$ cat src/rtl/rkey_pkg.sv
package rkey_pkg;
  localparam int NIB_W   = 4;
  localparam int FRAME_W = 32;
  localparam int NIB_N   = FRAME_W / NIB_W;
  localparam int BYTE_W  = 2 * NIB_W;
  localparam int CSUM_LSB = 24;

  typedef logic [FRAME_W-1:0] frame_t;
  typedef logic [NIB_W-1:0]   nib_t;
  typedef logic [BYTE_W-1:0]  byte_t;

  // field layout of an incoming word, msb first
  typedef struct packed {
    nib_t  sa_hi;
    nib_t  csum;
    nib_t  tog;
    nib_t  sa_lo;
    byte_t cmd_hi;
    byte_t cmd_lo;
  } frame_f_t;

  // only what the next frame needs from this one
  typedef struct packed {
    nib_t  sa_hi;
    nib_t  sa_lo;
    byte_t oem;
    byte_t addr;
  } hist_t;
endpackage

$ cat src/rtl/rkey_csum.sv
module rkey_csum
  import rkey_pkg::*;
(
  input  frame_t frame_i,
  output logic   ok_o
);
  localparam int SUM_W = NIB_W + $clog2(NIB_N) + 1;

  nib_t             nib [NIB_N];
  logic [SUM_W-1:0] sum;
  nib_t             stored;
  nib_t             calc;

  for (genvar i = 0; i < NIB_N; i++) begin : g_nib
    assign nib[i] = frame_i[i*NIB_W +: NIB_W];
  end

  always_comb begin
    sum = '0;
    for (int i = 0; i < NIB_N; i++) sum = sum + SUM_W'(nib[i]);
  end

  assign stored = frame_i[CSUM_LSB +: NIB_W];
  assign calc   = NIB_W'(~(sum + SUM_W'({NIB_W{1'b1}}) - SUM_W'(stored)));
  assign ok_o   = (calc == stored);
endmodule

$ cat src/rtl/rkey_pair.sv
module rkey_pair
  import rkey_pkg::*;
#(
  parameter byte_t OEM_CODE = 8'h44
) (
  input  hist_t               prev_i,
  input  nib_t                sa_hi_i,
  input  nib_t                sa_lo_i,
  input  nib_t                tog_i,
  input  logic [2*BYTE_W-1:0] cmd_i,
  output logic                match_o,
  output logic                key_o,
  output logic                oem_bad_o,
  output frame_t              scan_o
);
  byte_t sub_prev, sub_cur;

  assign sub_prev  = {prev_i.sa_hi, prev_i.sa_lo};
  assign sub_cur   = {sa_hi_i, sa_lo_i};
  assign match_o   = (sub_prev == sub_cur);
  assign key_o     = (tog_i == '0);
  assign oem_bad_o = (prev_i.oem != OEM_CODE);
  assign scan_o    = {prev_i.addr, sub_cur, cmd_i};
endmodule

$ cat src/rtl/rkey_hist.sv
module rkey_hist
  import rkey_pkg::*;
(
  input  logic  clk_i,
  input  logic  rst_ni,
  input  logic  load_i,
  input  logic  clear_i,
  input  hist_t d_i,
  output hist_t q_o
);
  always_ff @(posedge clk_i or negedge rst_ni) begin
    if (!rst_ni)      q_o <= '0;
    else if (clear_i) q_o <= '0;
    else if (load_i)  q_o <= d_i;
  end
endmodule

$ cat src/rtl/rkey_pair_dec.sv
module rkey_pair_dec
  import rkey_pkg::*;
#(
  parameter byte_t OEM_CODE = 8'h44
) (
  input  logic        clk_i,
  input  logic        rst_ni,
  input  logic [31:0] frame_i,
  input  logic        frame_vld_i,
  output logic [31:0] scancode_o,
  output logic        keydown_o,
  output logic        repeat_o,
  output logic        csum_err_o,
  output logic        oem_warn_o
);
  frame_f_t cur;
  hist_t    prev_q, prev_d;
  logic     csum_ok, match, key, oem_bad;
  frame_t   scan_w;

  assign cur    = frame_i;
  assign prev_d = '{sa_hi: cur.sa_hi, sa_lo: cur.tog, oem: cur.cmd_hi, addr: cur.cmd_lo};

  rkey_csum u_csum (
    .frame_i (frame_i),
    .ok_o    (csum_ok)
  );

  rkey_pair #(.OEM_CODE(OEM_CODE)) u_pair (
    .prev_i    (prev_q),
    .sa_hi_i   (cur.sa_hi),
    .sa_lo_i   (cur.sa_lo),
    .tog_i     (cur.tog),
    .cmd_i     ({cur.cmd_hi, cur.cmd_lo}),
    .match_o   (match),
    .key_o     (key),
    .oem_bad_o (oem_bad),
    .scan_o    (scan_w)
  );

  // every accepted word becomes history, matched or not
  rkey_hist u_hist (
    .clk_i   (clk_i),
    .rst_ni  (rst_ni),
    .load_i  (frame_vld_i & csum_ok),
    .clear_i (frame_vld_i & ~csum_ok),
    .d_i     (prev_d),
    .q_o     (prev_q)
  );

  always_ff @(posedge clk_i or negedge rst_ni) begin
    if (!rst_ni) begin
      scancode_o <= '0;
      keydown_o  <= 1'b0;
      repeat_o   <= 1'b0;
      csum_err_o <= 1'b0;
      oem_warn_o <= 1'b0;
    end else begin
      keydown_o  <= 1'b0;
      repeat_o   <= 1'b0;
      csum_err_o <= 1'b0;
      oem_warn_o <= 1'b0;
      if (frame_vld_i) begin
        if (!csum_ok) begin
          csum_err_o <= 1'b1;
        end else if (match) begin
          keydown_o  <= key;
          repeat_o   <= ~key;
          oem_warn_o <= oem_bad;
          scancode_o <= scan_w;
        end
      end
    end
  end
endmodule

$ cat config.mk
export PLATFORM = sky130hd
export DESIGN_NAME = rkey_pair_dec
export DESIGN_NICKNAME = d
export VERILOG_FILES = /design/src/rtl/rkey_pkg.sv /design/src/rtl/rkey_csum.sv /design/src/rtl/rkey_pair.sv /design/src/rtl/rkey_hist.sv /design/src/rtl/rkey_pair_dec.sv
export SDC_FILE = /design/constraint.sdc
export NUM_CORES = 1
export LEC_CHECK = 0
export BUFFER_PORTS_ARGS = -buffer_cell sky130_fd_sc_hd__buf_2
export CAP_MARGIN = 30
export CORE_ASPECT_RATIO = 1.25
export CORE_MARGIN = 1
export CORE_UTILIZATION = 52
export DETAILED_ROUTE_END_ITERATION = 12
export PLACE_DENSITY = 0.77
export SLEW_MARGIN = 15
export SYNTH_ARGS = -nofsm -noshare
export SYNTH_HDL_FRONTEND = slang
export SYNTH_SLANG_ARGS = --single-unit
$ cat constraint.sdc
create_clock -name clk_i -period 1.8 [get_ports clk_i]
set_clock_uncertainty 0.15 [all_clocks]
set_input_delay 0.36 -clock clk_i [delete_from_list [all_inputs] [get_ports clk_i]]
set_output_delay 0.36 -clock clk_i [all_outputs]
set_load 0.05 [all_outputs]
==> metrics.md <==
| Metric | Value |
|---|---|
| Status | `finished with violations` |
| Failing checks | `setup timing` |
| GR Overflow Total | `0` |
| Filler instances | `348` |
| Fin crit share | `2.27` |
| Slew @ Worst Pin | `0.483 ns` |
| Remaining antenna violation count | `0` |
| Synth Flop Type | `dfrtp_1` |
| Syn Inst Count | `205` |
| Crit path DAT | `about 4.2 ns` |
| Largest net degree at the start of global routing | `26` |
| Count of cell types in the netlist | `23` |
| Num CTS Buffers | `9` |
| Final antenna diode count | `0` |
| Worst Setup End Kind | `flop` |
| Worst-path fanout max | `18` |
| DRC | `0` |
| Global-route wire length before repair | `11.5 mm` |
| Synthesized area | `3040 sq um` |
| Crit path launch type | `input pin` |
| Longest Clk Path Bufs | `2` |
| Root buffer cell | `clkbuf_8` |
| Dominant cells by area after synthesis | `dfrtp_1 49%, mux2_4 15%, fa_1 11%` |
| #FFs+latches synth | `60` |
| Starting Density | `0.551` |
| HP Class | `in2reg` |
| Slew Limit Fails | `0` |
| Synthesized Nets | `260` |
| Post-layout minimum cycle time | `4.08 ns` |
| Initial antenna violation count | `0` |
| Clk_lat worst skew | `0.34 ns` |
| Grt peak-use layer | `met2` |
| Sequential share of the synthesized area | `0.494` |
| Leak pwr | `2.27 nW` |
| Fin. Hold Viols | `0` |
| GR Util met3 | `0.0486` |
| YS warnings | `0` |
| Die Height | `87.5 um` |
| Ports | `71` |
| Post-place setup slack | `-2.60 ns` |
| EDFF count, synth | `0` |
| Grt met2 use | `0.412` |
| Die Wd | `70.4 um` |
| DR iter-0 viols | `120` |
| Vias in the first global route | `2,255` |
| Critical Path RT | `1.86 ns` |
| Die ar. | `6160 sq um` |
| Share of layout cells above drive strength 1 | `0.536` |
| Total Routed Length | `between 6 and 7 mm` |
| FP Rows | `30` |
| Router iterations before antenna repair | `4` |
| Post-DP HPWL | `5.00 mm` |
| All-Layer GR Usage | `0.254` |
| Worst rel slew slack | `0.678` |
| CTS sink count | `60` |
| Vias after detailed routing | `2,056` |
| Area grow syn2layout | `37.3%` |
| IO Port Bufs | `70` |
| Max IR drop VDD | `0.991 mV` |
| Final Non-Filler Cells | `approximately 390` |
| Max cap viols | `0` |
| Vias/cell | `5.22` |
| Most common cell in the netlist | `dfrtp_1` |
| H-tree Lvls | `3` |
| Ys async rst share | `1.00` |
| CP Class | `in2reg` |
| Clk slew on worst S/H paths | `roughly 0.060 ns` |
| GPL Wtd Cong | `slightly above 0.8` |
| Area leader, netlist | `dfrtp_1` |
| Final setup viols | `60` |
| Unrepaired setup endpoints after global routing | `yes` |
| Top cells by count, synth | `60 x dfrtp_1, 30 x mux2_4, 24 x a22o_1` |
| Nets@finish | `381` |
| Wire per inst | `17.3 um` |
| Post-synth top area share | `0.494` |
| Fmax | `0.245 GHz` |
| Core Box Area | `between 5000 and 6000 sq um` |
| Mean Syn Cell Area | `14.8 sq um` |
| CTS tree | `done` |
| Final WS setup | `-2.28 ns` |
| Placed cells | `roughly 370` |
| P per Cell Area | `approximately 1400 nW/um^2` |
| Met1 Resource Use GR | `0.319` |
## cell type report
class / count / area [sq um] / share of cell area
Inverter: 20 / 75.1 / 0.0180
Timing Repair Buffer: 118 / 818 / 0.196
Tap cell: 64 / 80.1 / 0.0192
Multi-Input combinational cell: 117 / 1460 / 0.350
Clock buffer: 11 / 141 / 0.0339
Sequential cell: 60 / 1500 / 0.360
Clock inverter: 4 / 97.6 / 0.0234
## cells in the final DEF (no fill, tap or decap), types with 2 or more instances in the layout
| master | n |
|---|---|
| a22o_1 | 24 |
| buf_12 | 5 |
| buf_2 | 69 |
| buf_4 | 37 |
| buf_6 | 4 |
| bufinv_16 | 3 |
| clkbuf_8 | 10 |
| dfrtp_1 | 60 |
| fa_1 | 16 |
| ha_1 | 3 |
| inv_1 | 17 |
| inv_2 | 2 |
| mux2_4 | 31 |
| nand3_4 | 2 |
| nand4_1 | 2 |
| nor4b_1 | 2 |
| xnor2_1 | 22 |
| xnor2_2 | 2 |
## power breakdown
part	switching, W	internal, W
clock	0.000511	0.000950
sequential	0.000154	0.00159
combinational	0.00111	0.00133
## path summary, 6_finish.rpt
| kind | startpoint | end | slack, ns | cells past startpoint |
|---|---|---|---|---|
| max | frame_i[14] | scancode_o[28]$_DFFE_PN0P_ | -2.28 | 15 |
| min | frame_i[5] | u_hist.q_o[5]$_DFFE_PN0P_ | 0.16 | 2 |
| max reg2reg | u_hist.q_o[18]$_DFFE_PN0P_ | scancode_o[28]$_DFFE_PN0P_ | -0.02 | 7 |
| min reg2reg | scancode_o[24]$_DFFE_PN0P_ | scancode_o[24]$_DFFE_PN0P_ | 0.36 | 1 |
| max in group asynchronous | rst_ni | u_hist.q_o[4]$_DFFE_PN0P_ | 0.63 | 3 |
| min in group asynchronous | rst_ni | scancode_o[10]$_DFFE_PN0P_ | 0.37 | 2 |
## worst max-delay path: stages
cell and delay (ns):
buf_6 0.10, fa_1 0.58, inv_2 0.05, fa_1 0.48, fa_1 0.49, inv_1 0.05
fa_1 0.45, ha_2 0.21, xor2_2 0.17, xnor2_1 0.13, xnor2_1 0.25, xnor2_2 0.18
nand3_4 0.14, buf_12 0.19, mux2_4 0.30
## flip-flops by register name (all words and copies together) (netlist names)
signal,count
keydown_o,1
repeat_o,1
oem_warn_o,1
csum_err_o,1
scancode_o,32
u_hist.q_o,24
## cell families after synthesis
logic type,Yosys count,synth area share
xor gates and xnor gates,26,0.0798
and+or+nand+nor,13,0.0272
muxes,32,0.156
buffers and inverters,28,0.0494
AOI/OAI and AO/OA,26,0.0724
adders and majority gates,20,0.122
DFF,60,0.494
## what timing repair did
action                                  4_1_cts  5_1_grt
pin swaps                                     4        3
endpoints found under the setup margin       60       60
setup buffers                                 2        2
hold buffers                                  1        0
resized for setup                            15        5
cloned                                        0        1
hold endpoints to repair                     17        0
## routing by layer
layer | up-vias | share of wire
met2 | 62 | 0.51
met3 | 20 | 0.040
met1 | 1029 | 0.42
li1 | 945 | -
met4 | 0 | 0.035
met5 | - | 0
## through the flow
step / cell area (sq um) / util / setup TNS (ns) / power (W) / hold slack [ns]
final: 4180 / 0.757 / -134.52 / 0.00565 / 0.165
after CTS: 4110 / 0.745 / -135.08 / 0.00533 / 0.122
after global placement: 3790 / 0.687 / -148.96 / 0.00348 / 0.184
after detailed placement: 3790 / 0.687 / -153.51 / 0.00356 / 0.195
after floorplan: 3070 / - / -137.47 / 0.00298 / -0.0856
after global routing: 4180 / 0.757 / -141.46 / 0.00592 / 0.169
No activity file was read; power rests on OpenSTA's default activity.
